`src/rtl/tx_pkg.sv`:
```
package tx_pkg;
  typedef enum logic [1:0] {
    STOP_SYNC    = 2'd0,
    STOP_ONE     = 2'd1,
    STOP_ONEHALF = 2'd2,
    STOP_TWO     = 2'd3
  } stop_e;

  typedef struct packed {
    stop_e      stop;
    logic       par_en;
    logic       par_even;
    logic [1:0] len;
    logic       x16;
  } mode_t;

  localparam mode_t MODE_RST = '{stop: STOP_ONE, par_en: 1'b0, par_even: 1'b0,
                                 len: 2'b11, x16: 1'b1};
endpackage

```
`src/rtl/tx_mode_reg.sv`:
```
module tx_mode_reg
  import tx_pkg::*;
(
  input  logic  clk_i,
  input  logic  rst_ni,
  input  logic  we_i,
  input  mode_t mode_i,
  output mode_t mode_o
);
  always_ff @(posedge clk_i or negedge rst_ni) begin
    if (!rst_ni)   mode_o <= MODE_RST;
    else if (we_i) mode_o <= mode_i;
  end
endmodule

```
`src/rtl/tx_frame_build.sv`:
```
module tx_frame_build
  import tx_pkg::*;
#(
  parameter int MAX_DATA = 8,
  parameter int FRAME_W  = 12,
  parameter int BITS_W   = 4
) (
  input  mode_t               mode_i,
  input  logic [MAX_DATA-1:0] data_i,
  output logic [FRAME_W-1:0]  frame_o,
  output logic [BITS_W-1:0]   nbits_o,
  output logic                half_last_o
);
  int   nd, nstop;
  logic par;

  always_comb begin
    nd  = 5 + int'(mode_i.len);
    par = 1'b0;
    for (int i = 0; i < MAX_DATA; i++)
      if (i < nd) par = par ^ data_i[i];
    if (!mode_i.par_even) par = ~par;

    frame_o    = '1;
    frame_o[0] = 1'b0;
    for (int i = 0; i < MAX_DATA; i++)
      if (i < nd) frame_o[1+i] = data_i[i];
    for (int j = 0; j < FRAME_W; j++)
      if (mode_i.par_en && j == 1 + nd) frame_o[j] = par;

    // 1.5 stop: two stop slots, last one half length; illegal at 1x -> plain two
    nstop       = (mode_i.stop == STOP_ONE) ? 1 : 2;
    nbits_o     = BITS_W'(1 + nd + int'(mode_i.par_en) + nstop);
    half_last_o = (mode_i.stop == STOP_ONEHALF) && mode_i.x16;
  end
endmodule

```
`src/rtl/tx_serializer.sv`:
```
module tx_serializer #(
  parameter int FRAME_W    = 12,
  parameter int BITS_W     = 4,
  parameter int OVERSAMPLE = 16,
  parameter int CNT_W      = 4
) (
  input  logic               clk_i,
  input  logic               rst_ni,
  input  logic               tick_i,
  input  logic               load_i,
  input  logic [FRAME_W-1:0] frame_i,
  input  logic [BITS_W-1:0]  nbits_i,
  input  logic               half_last_i,
  input  logic               x16_i,
  output logic               txd_o,
  output logic               busy_o
);
  localparam logic [CNT_W-1:0] FULL_LIM = CNT_W'(OVERSAMPLE - 1);
  localparam logic [CNT_W-1:0] HALF_LIM = CNT_W'(OVERSAMPLE / 2 - 1);
  localparam logic [BITS_W-1:0] ONE     = BITS_W'(1);

  logic               active_q, half_q, x16_q;
  logic [FRAME_W-1:0] sh_q;
  logic [BITS_W-1:0]  left_q;
  logic [CNT_W-1:0]   sub_q, lim;

  always_comb begin
    if (!x16_q)                         lim = '0;
    else if (left_q == ONE && half_q)   lim = HALF_LIM;
    else                                lim = FULL_LIM;
  end

  always_ff @(posedge clk_i or negedge rst_ni) begin
    if (!rst_ni) begin
      active_q <= 1'b0;
      sh_q     <= '1;
      left_q   <= '0;
      sub_q    <= '0;
      half_q   <= 1'b0;
      x16_q    <= 1'b0;
    end else if (load_i) begin
      active_q <= 1'b1;
      sh_q     <= frame_i;
      left_q   <= nbits_i;
      sub_q    <= '0;
      half_q   <= half_last_i;
      x16_q    <= x16_i;
    end else if (active_q && tick_i) begin
      if (sub_q == lim) begin
        sub_q <= '0;
        if (left_q == ONE) begin
          active_q <= 1'b0;
        end else begin
          sh_q   <= {1'b1, sh_q[FRAME_W-1:1]};
          left_q <= left_q - ONE;
        end
      end else begin
        sub_q <= sub_q + CNT_W'(1);
      end
    end
  end

  assign txd_o  = active_q ? sh_q[0] : 1'b1;
  assign busy_o = active_q;
endmodule

```
`src/rtl/async_char_tx.sv`:
```
module async_char_tx
  import tx_pkg::*;
#(
  parameter int MAX_DATA   = 8,
  parameter int OVERSAMPLE = 16
) (
  input  logic                clk_i,
  input  logic                rst_ni,
  input  logic                tick_i,
  input  logic                mode_we_i,
  input  logic [1:0]          mode_stop_i,
  input  logic                mode_par_en_i,
  input  logic                mode_par_even_i,
  input  logic [1:0]          mode_len_i,
  input  logic                mode_x16_i,
  input  logic [MAX_DATA-1:0] data_i,
  input  logic                valid_i,
  output logic                ready_o,
  output logic                txd_o,
  output logic                busy_o,
  output logic                illegal_o
);
  localparam int FRAME_W = 1 + MAX_DATA + 1 + 2;
  localparam int BITS_W  = $clog2(FRAME_W + 1);
  localparam int CNT_W   = $clog2(OVERSAMPLE);

  mode_t              mode_d, mode_q;
  logic [FRAME_W-1:0] frame;
  logic [BITS_W-1:0]  nbits;
  logic               half_last, load;

  assign mode_d = '{stop: stop_e'(mode_stop_i), par_en: mode_par_en_i,
                    par_even: mode_par_even_i, len: mode_len_i, x16: mode_x16_i};

  tx_mode_reg u_mode (
    .clk_i (clk_i), .rst_ni(rst_ni), .we_i(mode_we_i),
    .mode_i(mode_d), .mode_o(mode_q)
  );

  tx_frame_build #(.MAX_DATA(MAX_DATA), .FRAME_W(FRAME_W), .BITS_W(BITS_W)) u_build (
    .mode_i(mode_q), .data_i(data_i), .frame_o(frame),
    .nbits_o(nbits), .half_last_o(half_last)
  );

  tx_serializer #(.FRAME_W(FRAME_W), .BITS_W(BITS_W), .OVERSAMPLE(OVERSAMPLE),
                  .CNT_W(CNT_W)) u_ser (
    .clk_i(clk_i), .rst_ni(rst_ni), .tick_i(tick_i), .load_i(load),
    .frame_i(frame), .nbits_i(nbits), .half_last_i(half_last),
    .x16_i(mode_q.x16), .txd_o(txd_o), .busy_o(busy_o)
  );

  assign ready_o   = !busy_o && (mode_q.stop != STOP_SYNC);
  assign load      = valid_i && ready_o;
  assign illegal_o = (mode_q.stop == STOP_ONEHALF) && !mode_q.x16;
endmodule

```
`config.mk`:
```
export PLATFORM = sky130hd
export DESIGN_NAME = async_char_tx
export DESIGN_NICKNAME = d
export VERILOG_FILES = /design/src/rtl/tx_pkg.sv /design/src/rtl/tx_mode_reg.sv /design/src/rtl/tx_frame_build.sv /design/src/rtl/tx_serializer.sv /design/src/rtl/async_char_tx.sv
export SDC_FILE = /design/constraint.sdc
export NUM_CORES = 1
export LEC_CHECK = 0
export BUFFER_PORTS_ARGS = -buffer_cell sky130_fd_sc_hd__buf_2
export CAP_MARGIN = 40
export CORE_ASPECT_RATIO = 1.5
export CORE_MARGIN = 2
export CORE_UTILIZATION = 60
export DETAILED_ROUTE_END_ITERATION = 16
export GPL_TIMING_DRIVEN = 0
export PLACE_DENSITY = 0.93
export SETUP_SLACK_MARGIN = 0.3
export SKIP_CTS_REPAIR_TIMING = 1
export SYNTH_ARGS = -nofsm -noshare
export SYNTH_HDL_FRONTEND = slang
export SYNTH_SLANG_ARGS = --single-unit
```
`constraint.sdc`:
```
create_clock -name clk_i -period 4.5 [get_ports clk_i]
set_input_delay 0.45 -clock clk_i [delete_from_list [all_inputs] [get_ports clk_i]]
set_output_delay 0.45 -clock clk_i [all_outputs]
set_load 0.1 [all_outputs]
```
# Word-level counts from Yosys, hierarchy flattened
# Cells that the tools add are included.
dict set report op_classes {
  addsub 6
  magnitude_cmp 8
  eq_ne 16
  n_mux 48
  bitwise 8
  n_reduce_logical 27
}
# op n
set ops {}
lappend ops {{4-bit by 32-bit == test with 1-bit output (first input constant)} 4}
lappend ops {{5-bit by 32-bit == test with 1-bit output (first input constant)} 4}
lappend ops {{4-bit by 32-bit < comparator with 1-bit output (first input constant)} 4}
lappend ops {{3-bit by 32-bit == test with 1-bit output (first input constant)} 2}
lappend ops {{3-bit by 32-bit < comparator with 1-bit output (first input constant)} 2}
lappend ops {{12-bit 2-to-1 mux} 4}
lappend ops {{4-bit 2-to-1 mux} 9}
lappend ops {{1-bit 2-to-1 mux} 34}
lappend ops {{2-bit by 32-bit == test with 1-bit output (first input constant)} 1}
lappend ops {{32-bit logical NOT} 1}
lappend ops {{1-bit by 32-bit < comparator with 1-bit output (first input constant)} 1}
lappend ops {{2-bit by 32-bit < comparator with 1-bit output (first input constant)} 1}
lappend ops {{1-bit logical AND} 18}
lappend ops {{2-bit nonzero test} 4}
lappend ops {{1-bit bitwise XOR} 7}
lappend ops {{3-bit AND reduction} 2}
lappend ops {{1-bit by 4-bit adder with 5-bit output (first input constant)} 1}
lappend ops {{3-bit by 2-bit adder with 4-bit output (first input constant)} 1}
lappend ops {{4-bit by 1-bit adder with 4-bit output (second input constant)} 1}
lappend ops {{4-bit by 2-bit adder with 4-bit output} 1}
lappend ops {{4-bit adder} 1}
lappend ops {{4-bit by 1-bit == test with 1-bit output (second input constant)} 1}
lappend ops {{4-bit == test} 1}
lappend ops {{4-bit by 1-bit subtractor with 4-bit output (second input constant)} 1}
lappend ops {{other kinds (6)} 7}
dict set report word_totals {
  ff_bits 30
  in_bits 20
}

# Longest topological paths before layout
# Gate-level depths: netlist of run 1.
dict set report logic_depth {
  depth_word 21
  ltp_mapped 10
  ltp_nobuf 9
}

# Hierarchy
# From an unflattened synthesis of run 1, not the netlist that was laid out.
dict set report unflattened {
  hier_cells 211
  hier_area_um2 2018.2
}
# module instances cells_per_inst area_per_inst_um2 seq_area_each_um2
set by_module_without_submodules {}
lappend by_module_without_submodules {tx_serializer 1 135 1266.2 590.6}
lappend by_module_without_submodules {tx_frame_build 1 57 427.9 0.0}
lappend by_module_without_submodules {tx_mode_reg 1 15 296.5 180.2}
lappend by_module_without_submodules {async_char_tx 1 4 27.5 0.0}

# Worst setup path after synthesis of run 1
# OpenSTA, ideal clock, no wires.
dict set report synth_path {
  path_type {reg2out}
  from {register u_mode.mode_o[6] (netlist bit)}
  to {output illegal_o}
  arrival_time_ns 2.580
  required_time_ns 4.050
  slack_ns 1.470
  stages_incl_launch_ff 2
  n_path_buf 0
  path_cell_list {dfrtp_1 > nor3b_1}
}
dict set report synth_between {
  elab_chain_len 2
}
# element line
set synth_rtl {}
lappend synth_rtl {{start: declaration} tx_mode_reg.sv:8} ;# output mode_t mode_o
lappend synth_rtl {{start signal: assignment} tx_mode_reg.sv:12} ;# else if (we_i) mode_o <= mode_i;
lappend synth_rtl {{2-bit == test} async_char_tx.sv:54} ;# assign illegal_o = (mode_q.stop == STOP_ONEHALF) && !mode_q.x16;
lappend synth_rtl {{1-bit logical AND} async_char_tx.sv:54}
lappend synth_rtl {{end: declaration} async_char_tx.sv:21} ;# output logic illegal_o
# No other way between the ends.

# Worst setup path after layout of run 1
dict set report layout_path {
  from {register u_mode.mode_o[1] (netlist bit)}
  to {register u_ser.sh_q[2]}
}
dict set report layout_between {
  elab_chain_len 21
  word_cells_on_any_way 32
  classes_between {2 x add/sub; 8 x order compare; 1 x eq/ne; 12 x mux; 8 x bitwise; 1 x reduce/logical}
}
# element line
set layout_rtl {}
lappend layout_rtl {{3-bit by 2-bit adder with 4-bit output *} tx_frame_build.sv:18} ;# nd = 5 + int'(mode_i.len);
lappend layout_rtl {{1-bit by 32-bit < comparator with 1-bit output} tx_frame_build.sv:21} ;# if (i < nd) par = par ^ data_i[i];
lappend layout_rtl {{1-bit 2-to-1 mux} tx_frame_build.sv:21}
lappend layout_rtl {{1-bit bitwise XOR} tx_frame_build.sv:21}
lappend layout_rtl {{1-bit 2-to-1 mux} tx_frame_build.sv:21}
lappend layout_rtl {{1-bit bitwise XOR} tx_frame_build.sv:21}
lappend layout_rtl {{1-bit 2-to-1 mux} tx_frame_build.sv:21}
lappend layout_rtl {{1-bit bitwise XOR} tx_frame_build.sv:21}
lappend layout_rtl {{[... 5 more ...]} -}
lappend layout_rtl {{1-bit bitwise XOR} tx_frame_build.sv:21}
lappend layout_rtl {{1-bit 2-to-1 mux} tx_frame_build.sv:21}
lappend layout_rtl {{1-bit bitwise XOR} tx_frame_build.sv:21}
lappend layout_rtl {{1-bit 2-to-1 mux} tx_frame_build.sv:21}
lappend layout_rtl {{1-bit inverter} tx_frame_build.sv:22} ;# if (!mode_i.par_even) par = ~par;
lappend layout_rtl {{1-bit 2-to-1 mux} tx_frame_build.sv:22}
lappend layout_rtl {{1-bit 2-to-1 mux *} tx_frame_build.sv:29} ;# if (mode_i.par_en && j == 1 + nd) frame_o[j] = par;
lappend layout_rtl {{12-bit 2-to-1 mux *} tx_serializer.sv:41} ;# end else if (load_i) begin
lappend layout_rtl {{end signal: assignment} tx_serializer.sv:43} ;# sh_q <= frame_i;
lappend layout_rtl {{end signal: assignment} tx_serializer.sv:54} ;# sh_q <= {1'b1, sh_q[FRAME_W-1:1]};
lappend layout_rtl {{end: declaration} tx_serializer.sv:23} ;# logic [FRAME_W-1:0] sh_q;
# Every way passes the cells marked *; elsewhere a longest branch is shown, timed or not.
# A chain may end at the register's enable or synchronous reset.

==> reports/qor.txt, run 1 <==
Routability Congestion -> 0.8737
WS Path Type -> flop to flop
ys async rst share -> 100.0%
Final min period -> 2.348 ns
worst-case reg-to-reg path depth -> 9
num ports -> 24
first-pass GRT wire length -> 7065 um
Std-Cell Core Area -> 3191 um2
pre-CTS setup slack -> 2.173 ns
Max Cap Violations -> 0
final setup fails -> 0
syn_nets -> 241
Hold Path Class -> input pin to async pin
Yosys top cell area share -> 20.93%
FF-to-FF End -> u_ser.sh_q[2]
Synth area leader -> dfstp_2
layout net count -> 270
reg-to-reg setup timing slack -> 2.15 ns
Die Y -> 74.86 um
main flop type after synthesis -> dfstp_2
Mapped Area -> 2008 um2
status -> finished, final reports clean
yosys warns -> 0
Rows -> 25
IO buf count -> 22
period utilization -> 52.17%
DIE AREA -> 3835 um2
Vias/cell -> 5.790
CTS clock-pin slew for the worst setup and hold paths -> 0.07 ns
cell area after layout -> 2260 um2
data required time of the critical path -> 4.71 ns
EDFF count, synth -> 0
clock buffer depth -> 2
fillers -> 245
worst slew pin tran -> 0.6444 ns
CTS tree -> built
vias in the first global route -> 1609
Sink Count -> 30
first drt pass iteration count -> 4
chip width -> 51.24 um
Power Density -> 592.8 nW/um2
DR iter-0 viols -> 38
area of the multi-input gates -> 1149 um2
share of cells above drive strength 1 -> 25.00%
CTS Buf Count -> 5
post-route ant nets -> 0
Crit Path Max Fanout -> 7
count leader, synth -> nand2_1
Mapped Cells -> 206
ranking of synthesized cells by area -> dfstp_2 21%, dfrtp_1 17%, ha_1 8.1%
clk_skew -> 0.008890 ns
initial antenna violation count -> 0
hold_ws -> 0.1826 ns
Fmax achieved -> 0.4260 GHz
Worst Setup Slack, final -> 2.152 ns
Antenna Cells -> 0
CP startpoint -> u_mode.mode_o[1]
Max rail drop VDD -> 0.3884 mV
Avg Cell Area, Syn -> 9.748 um2
layout overhead on the synthesized area -> 12.52%
final setup TNS -> 0 ns
crit start category -> flop
post-DP HPWL -> 3036 um
clk root buf -> clkbuf_8
remaining routing DRC violations -> 0
largest net degree at the start of global routing -> 31
WL/cell -> 14.83 um
gr usage total -> 24.77%
Starting Density -> 62.94%
routed wire length -> 4094 um
FF/Latch Area -> 770.7 um2
Rel. slew slack -> 57.04%
Slew Limit Fails -> 0
final hold vios -> 0
DP Area -> 2168 um2
Critical Path Sink Type -> flop
CP Data Arrival Time -> 2.56 ns
Lkg Pwr -> 0.0009974 uW
RSZ-0062 raised after global routing -> no
Via Count -> 1598
grt ovf -> 0
post-synthesis sequential area ratio -> 38.38%
CTS H-tree lvls -> 2
post-synth cell types -> 50
r2r startpoint -> u_mode.mode_o[1]
Worst-Skew Late Latency -> 0.29 ns
leading cell types by count after synthesis -> 21 x nand2_1, 16 x dfstp_2, 14 x dfrtp_1
Yosys reg bits -> 30
-- metrics by stage --
stage | utilization (%) | total power (uW) | instances
2_1_floorplan | - | 986.5 | 206
3_3_place_gp | 67.96 | 1093 | 268
3_5_place_dp | 67.96 | 1114 | 268
4_1_cts | 70.82 | 1338 | 276
5_1_grt | 70.82 | 1432 | 276
6_report | 70.82 | 1339 | 276
-- cells in the final DEF, fill, tap and decap left out, types with 3 or more instances in the layout --
cell and count:
buf_2 24, nand2_1 21, dfstp_2 16, dfrtp_1 14, ha_1 13, a21oi_1 12
inv_1 11, mux2i_1 10, nand3_1 10, clkbuf_1 8, xnor2_1 8, o21ai_0 8
nor2_1 6, clkbuf_8 6, nor3b_1 5, nand4_1 5, nor3_1 5, nor2b_1 4
mux2_2 4, xor2_1 3, o31ai_1 3, o211ai_1 3
-- sequential cells by signal (all words and copies together), names as in the netlist --
name	count
u_mode.mode_o	7
u_ser.busy_o	1
u_ser.half_q	1
u_ser.left_q	4
u_ser.sh_q	12
u_ser.sub_q	4
u_ser.x16_q	1
-- area by class of cell --
| cell class | instances | share of cell area, % |
|---|---|---|
| inverter | 11 | 1.827 |
| timing repair buffer | 22 | 4.873 |
| multi-input combinational | 155 | 50.83 |
| sequential | 30 | 34.11 |
| tap | 40 | 2.215 |
| clock inverter | 1 | 0.2215 |
| clock buffer | 7 | 3.821 |
| buffer | 10 | 2.104 |
-- kinds of logic after synthesis --
| group | after synthesis | synth area share, % |
|---|---|---|
| buffers and inverters | 21 | 4.424 |
| adders and majority gates | 15 | 10.09 |
| muxes | 14 | 7.227 |
| DFF | 30 | 38.38 |
| and+or+nand+nor | 71 | 19.19 |
| AOI/OAI and AO/OA | 42 | 13.96 |
| xor gates and xnor gates | 13 | 6.729 |
-- layer usage --
layer / vias to the layer above / track usage, % / wire length (um)
met5: - / 0 / 0
met4: 0 / 10.53 / 78
met3: 7 / 5.556 / 163
met2: 35 / 43.58 / 2141
met1: 769 / 29.05 / 1710
li1: 787 / - / -
-- power breakdown --
| group | switching [uW] | internal, uW | leakage [uW] |
|---|---|---|---|
| clock | 101 | 123 | 0.0000482 |
| sequential | 91.0 | 415 | 0.000340 |
| combinational | 381 | 228 | 0.000610 |
| total | 573 | 766 | 0.000997 |
-- worst max-delay path, cell delays in order, from the launching register on --
cell,delay [ns]
dfstp_2,0.58
inv_1,0.14
ha_1,0.22
inv_1,0.08
ha_1,0.12
clkbuf_1,0.29
nor2b_1,0.27
nand3_1,0.13
a211o_1,0.25
a32o_1,0.20
-- worst max-delay path by stage --
stage	endpoint	slack [ns]	depth (start not counted)
finish	u_ser.sh_q[2]	2.15	9
global route	u_ser.sh_q[2]	1.90	9
CTS	u_ser.sh_q[2]	2.16	9
detailed placement	u_ser.sh_q[11]	2.17	8
global placement	u_ser.sh_q[2]	2.21	9
floorplan	illegal_o	1.47	1
(Power assumes the default switching activity.)
==> inputs of run 2 (changes only) <==
- CORE_UTILIZATION: 60 -> 58
- PLACE_DENSITY: 0.93 -> 0.9
- clock period: 4.5 -> 2.3 ns (I/O delays scaled with it)
==> run 2 against run 1 <==
The run now ends with negative hold slack left. Sequential share of layout area decreased by 4.7 points. Critical endpoint is now u_ser.sh_q[11]. Critical path type unchanged. Power is 130% higher. Hold slack worse by 0.20 ns.
==> reports/qor.txt, run 2 (synthesis gave the netlist of run 1 again) <==
remaining routing DRC violations -> 0 (unchanged)
Hold Path Class -> input pin to async pin
Starting Density -> 59.93% (-3.0 points)
layout net count -> 278 (+3.0%)
Fmax achieved -> 0.4451 GHz (+4.5%)
layout overhead on the synthesized area -> 31.03%
gr usage total -> 25.04% (+0.27 points)
Die Y -> 76.07 um (+1.6%)
Rel. slew slack -> 46.40% (-11 points)
CTS clock-pin slew for the worst setup and hold paths -> 0.07 ns (about the same)
most common cell after layout, fill and taps aside -> buf_2
grt ovf -> 0 (unchanged)
DR iter-0 viols -> 138 (+260%)
period utilization -> 97.67% (+46 points)
commonest non-fill, non-tap cells in the layout -> 24 x buf_2, 20 x nand2_1, 16 x dfstp_2, 13 x dfrtp_1, 10 x mux2i_1
combinational share of power -> 51.0% (+5.5 points)
initial antenna violation count -> 0 (unchanged)
Vias/cell -> 6.409 (+11%)
clk root buf -> clkbuf_8
max reg flops -> 12 (unchanged)
crit-path cells -> buf_12 > ha_4 > nand2_1 > xnor2_1 > xnor3_2 > buf_8 > o32a_4
Lkg Pwr -> 0.001117 uW (+12%)
Via Count -> 1833 (+15%)
worst slew pin tran -> 0.8040 ns (+0.1596 ns)
final setup TNS -> 0 ns (unchanged)
Max rail drop VDD -> 0.8363 mV (+120%)
hold_ws -> -0.01666 ns (-0.1992 ns)
Sw Ratio -> 44.43% (+1.6 points)
sequential power share -> 33.7% (-4.1 points)
final hold vios -> 14 (+14)
area of the multi-input gates -> 1386 um2 (+21%)
clock buffer depth -> 2 (unchanged)
CTS tree -> built
first-pass GRT wire length -> 7452 um (+5.5%)
power share of the clock group -> 15.3% (-1.4 points)
post-route ant nets -> 0 (unchanged)
Rows -> 26 (+4.0%)
RSZ-0062 raised after global routing -> yes
CP peak stage delay -> 0.61 ns (+0.03 ns)
CTS H-tree lvls -> 2 (unchanged)
first drt pass iteration count -> 6 (+2)
Worst-Skew Late Latency -> 0.30 ns (about the same)
Crit Path Max Fanout -> 5 (-2)
crit start category -> flop
data required time of the critical path -> 2.52 ns (-2.19 ns)
CP startpoint -> u_mode.mode_o[1]
largest net degree at the start of global routing -> 31 (unchanged)
# placed instances -> 270 (+0.75%)
Routability Congestion -> 0.9077 (+3.9%)
WS Path Type -> flop to flop
biggest regs -> u_ser.sh_q (12), u_mode.mode_o (7)
r2r startpoint -> u_mode.mode_o[1]
Max Cap Violations -> 0 (unchanged)
Pint -> 1687 uW (+120%)
vias in the first global route -> 1669 (+3.7%)
Core Util, Final -> 78.53% (+7.7 points)
DIE AREA -> 3959 um2 (+3.2%)
chip width -> 52.05 um (+1.6%)
Std-Cell Core Area -> 3351 um2 (+5.0%)
Power Density -> 1154 nW/um2 (+95%)
Sink Count -> 30 (unchanged)
FF/Latch Area -> 774.5 um2 (+0.49%)
WL/cell -> 20.43 um (+38%)
worst-case reg-to-reg path depth -> 7 (-2)
share of cells above drive strength 1 -> 42.21% (+17 points)
net switching power -> 1349 uW (+140%)
num ports -> 24 (unchanged)
Critical Path Slowest Stage Cell -> dfstp_2
post-DP HPWL -> 3248 um (+7.0%)
Final min period -> 2.247 ns (-0.1012 ns)
final setup fails -> 0 (unchanged)
reg-to-reg setup timing slack -> 0.05 ns (-2.10 ns)
status -> finished with violations
CTS Buf Count -> 5 (unchanged)
failing checks -> negative hold slack
Critical Path Sink Type -> flop
routed wire length -> 5844 um (+43%)
Biggest register -> u_ser.sh_q
clk_skew -> 0.007320 ns (-0.001570 ns)
IO buf count -> 22 (unchanged)
fillers -> 198 (-19%)
FF-to-FF End -> u_ser.sh_q[11]
Non-Filler Instances -> 286 (+3.6%)
CP Data Arrival Time -> 2.47 ns (-0.09 ns)
Slew Limit Fails -> 0 (unchanged)
Antenna Cells -> 0 (unchanged)
-- run 2: cell count changes in the layout (fill, tap and decap cells not counted), sizes merged --
cell    previous run  this run
inv               11        10
clkinv             1         2
buf               25        33
-- run 2: area by class of cell --
cell class / instances / area share, %
Multi-Input combinational cell: 155 / 52.69
Sequential cell: 30 / 29.43
Timing Repair Buffer: 30 / 8.084
Clock buffer: 7 / 3.281
Buffer: 10 / 2.473
Tap cell: 42 / 1.997
Inverter: 11 / 1.854
Clock inverter: 1 / 0.1902
-- run 2: per-stage QoR --
stage	cell area (um2)	setup WS, ns	total power, uW
global placement	2258	0.1616	2209
global route	2631	0.02655	3194
finish	2631	0.05348	3036
detailed placement	2258	0.1230	2259
CTS	2350	0.06850	2713
floorplan	2096	0.3014	1985
-- run 2: how the worst max path moves through the flow --
stage / endpoint / slack (ns) / cells past startpoint
2_1_floorplan: u_ser.sh_q[3] / 0.30 / 10
3_3_place_gp: u_ser.sh_q[8] / 0.16 / 9
3_5_place_dp: u_ser.sh_q[8] / 0.12 / 9
4_1_cts: u_ser.sh_q[6] / 0.07 / 9
5_1_grt: u_ser.sh_q[11] / 0.03 / 7
6_report: u_ser.sh_q[11] / 0.05 / 7
-- run 2: power groups by stage --
stage               Combinational (uW)  Clock, uW  Sequential [uW]
global route                      1660        483             1050
global placement                  1200          0             1010
floorplan                          965          0             1020
CTS                               1260        450             1010
finish                            1550        464             1020
detailed placement                1240          0             1020
-- run 2: metal layers --
layer	up-vias	GRT usage, %	share of wire (%)
met5	-	0	0
met4	0	11.32	3.9
met3	25	4.902	6.8
met2	110	44.18	53
met1	896	27.66	36
li1	802	-	-
-- run 2: worst max-delay path: cells and delay by family, from the launching register on --
kind / cells / cell delay, ns
adder cells (fa/ha/maj): 1 / 0.14
AND/OR/NAND/NOR: 1 / 0.08
XOR/XNOR: 2 / 0.75
flip-flops: 1 / 0.61
buffers and inverters: 2 / 0.30
AO/OA/AOI/OAI: 1 / 0.29
==> inputs of run 3 (changes only) <==
- GPL_TIMING_DRIVEN: 0 -> 1
- MAX_ROUTING_LAYER: default -> met4
==> run 3 against run 2 <==
The flow still finishes with violations (negative hold slack). Worst setup slack improved by 0.028 ns. Routed wire length is 17% lower. Flip-flop and latch count unchanged. Non-clock buffer count is 6 lower. Sequential power about the same. Clock power is 11% lower. First-iteration DRC count down 70%. Power is 7.9% lower. Hold slack got worse by 0.019 ns. Sequential share of layout area up 2.5 points. Cell count fell by 2.1%. Final area decreased by 7.7%. Largest cell class unchanged.
==> reports/qor.txt, run 3 (synthesis gave the netlist of run 1 again) <==
crit start category -> flop
worst-case reg-to-reg path depth -> 8 (+1)
Starting Density -> 59.93% (unchanged)
WS Path Type -> flop to flop
hold_ws -> -0.03536 ns (-0.01870 ns)
post-route ant nets -> 0 (unchanged)
RSZ-0062 raised after global routing -> yes
power share of the clock group -> 14.8% (-0.5 points)
biggest regs -> u_ser.sh_q (12), u_mode.mode_o (7)
Crit Path Max Fanout -> 6 (+1)
Sink Count -> 30 (unchanged)
final setup TNS -> 0 ns (unchanged)
Worst-Skew Late Latency -> 0.29 ns (about the same)
CTS H-tree lvls -> 2 (unchanged)
Std-Cell Core Area -> 3351 um2 (unchanged)
initial antenna violation count -> 0 (unchanged)
Power Density -> 1151 nW/um2 (-0.21%)
Die Y -> 76.07 um (unchanged)
commonest non-fill, non-tap cells in the layout -> 23 x buf_2, 20 x nand2_1, 16 x dfstp_2, 13 x dfrtp_1, 12 x a21oi_1
Worst Setup Slack, final -> 0.08174 ns (+0.02826 ns)
chip width -> 52.05 um (unchanged)
Hold Path Class -> input pin to async pin
Pint -> 1573 uW (-6.8%)
clk_skew -> 0.007751 ns (+0.0004308 ns)
final setup fails -> 0 (unchanged)
Routability Congestion -> 0.9227 (+1.7%)
net switching power -> 1223 uW (-9.3%)
Rel. slew slack -> 56.34% (+9.9 points)
DR iter-0 viols -> 42 (-70%)
Sw Ratio -> 43.74% (-0.68 points)
layout net count -> 272 (-2.2%)
routed wire length -> 4826 um (-17%)
Critical Path Sink Type -> flop
IO buf count -> 23 (+4.5%)
Slew Limit Fails -> 0 (unchanged)
CP Data Arrival Time -> 2.37 ns (-0.10 ns)
Max Cap Violations -> 0 (unchanged)
num ports -> 24 (unchanged)
final hold vios -> 14 (unchanged)
layout overhead on the synthesized area -> 20.93%
Final min period -> 2.218 ns (-0.02826 ns)
Antenna Cells -> 0 (unchanged)
Rows -> 26 (unchanged)
failing checks -> negative hold slack
pre-CTS setup slack -> 0.1147 ns (-0.008255 ns)
combinational share of power -> 48.6% (-2.4 points)
CTS Buf Count -> 5 (unchanged)
Core Util, Final -> 72.48% (-6.0 points)
clk root buf -> clkbuf_8
status -> finished with violations
Lkg Pwr -> 0.001057 uW (-5.4%)
Vias/cell -> 5.986 (-6.6%)
WL/cell -> 17.24 um (-16%)
grt ovf -> 0 (unchanged)
clock buffer depth -> 2 (unchanged)
gr usage total -> 26.07% (+1.0 points)
Via Count -> 1676 (-8.6%)
DIE AREA -> 3959 um2 (unchanged)
post-DP HPWL -> 3301 um (+1.6%)
Biggest register -> u_ser.sh_q
# placed instances -> 265 (-1.9%)
CTS clock-pin slew for the worst setup and hold paths -> 0.07 ns (about the same)
first-pass GRT wire length -> 7548 um (+1.3%)
vias in the first global route -> 1670 (+0.060%)
share of cells above drive strength 1 -> 36.97% (-5.2 points)
max reg flops -> 12 (unchanged)
most common cell after layout, fill and taps aside -> buf_2
period utilization -> 96.45% (-1.2 points)
Non-Filler Instances -> 280 (-2.1%)
Fmax achieved -> 0.4508 GHz (+1.3%)
remaining routing DRC violations -> 0 (unchanged)
largest net degree at the start of global routing -> 31 (unchanged)
sequential power share -> 36.6% (+2.9 points)
data required time of the critical path -> 2.45 ns (-0.07 ns)
Max rail drop VDD -> 0.7335 mV (-12%)
worst slew pin tran -> 0.6549 ns (-0.1491 ns)
first drt pass iteration count -> 4 (-2)
CTS tree -> built
-- run 3: path summary, 6_finish.rpt --
path	slack (ns)	from	endpoint
worst min register to register	0.49	u_ser.half_q	u_ser.half_q
worst max-delay path	0.08	u_mode.mode_o[1]	u_ser.left_q[3]
worst min-delay path	-0.04	rst_ni	u_ser.x16_q
max in group asynchronous	1.84	rst_ni	u_ser.busy_o
worst max register to register	0.08	u_mode.mode_o[1]	u_ser.left_q[3]
min in group clk_i	0.16	mode_len_i[1]	u_mode.mode_o[2]
-- run 3: power by group through the flow --
stage	Combinational, uW	Sequential [uW]	Clock, uW
final	1360	1020	414
after global routing	1480	1050	437
after CTS	1240	1020	419
after detailed placement	1220	1020	0
after global placement	1190	1010	0
after floorplan	965	1020	0
-- run 3: final cells by class --
cell class / count / area [um2]
clock buffer: 6 / 72.57
clock inverter: 2 / 10.01
fill: 259 / 922.1
inverter: 11 / 48.80
multi-input combinational: 155 / 1272
sequential: 30 / 774.5
tap: 42 / 52.55
timing repair buffer: 34 / 197.7
-- run 3: critical path, cell delays in order, from the launching register on --
cell	delay (ns)
dfstp_2	0.65
clkinv_4	0.12
ha_1	0.36
xnor2_2	0.21
ha_1	0.27
a21oi_1	0.14
nor2_1	0.09
xnor2_1	0.16
mux2i_1	0.09
-- run 3: layer usage --
| metal | vias to the layer above | part of all wire, % | GRT usage [%] |
|---|---|---|---|
| met3 | 11 | 3.1 | 4.902 |
| met5 | - | 0 | - |
| li1 | 787 | - | - |
| met2 | 43 | 55 | 45.57 |
| met4 | 0 | 2.5 | 9.211 |
| met1 | 835 | 39 | 28.42 |
-- run 3: through the flow --
| stage | instance area [um2] | total power (uW) |
|---|---|---|
| after floorplan | 2096 | 1985 |
| after global routing | 2429 | 2960 |
| after detailed placement | 2235 | 2245 |
| final | 2429 | 2796 |
| after CTS | 2317 | 2674 |
| after global placement | 2235 | 2199 |
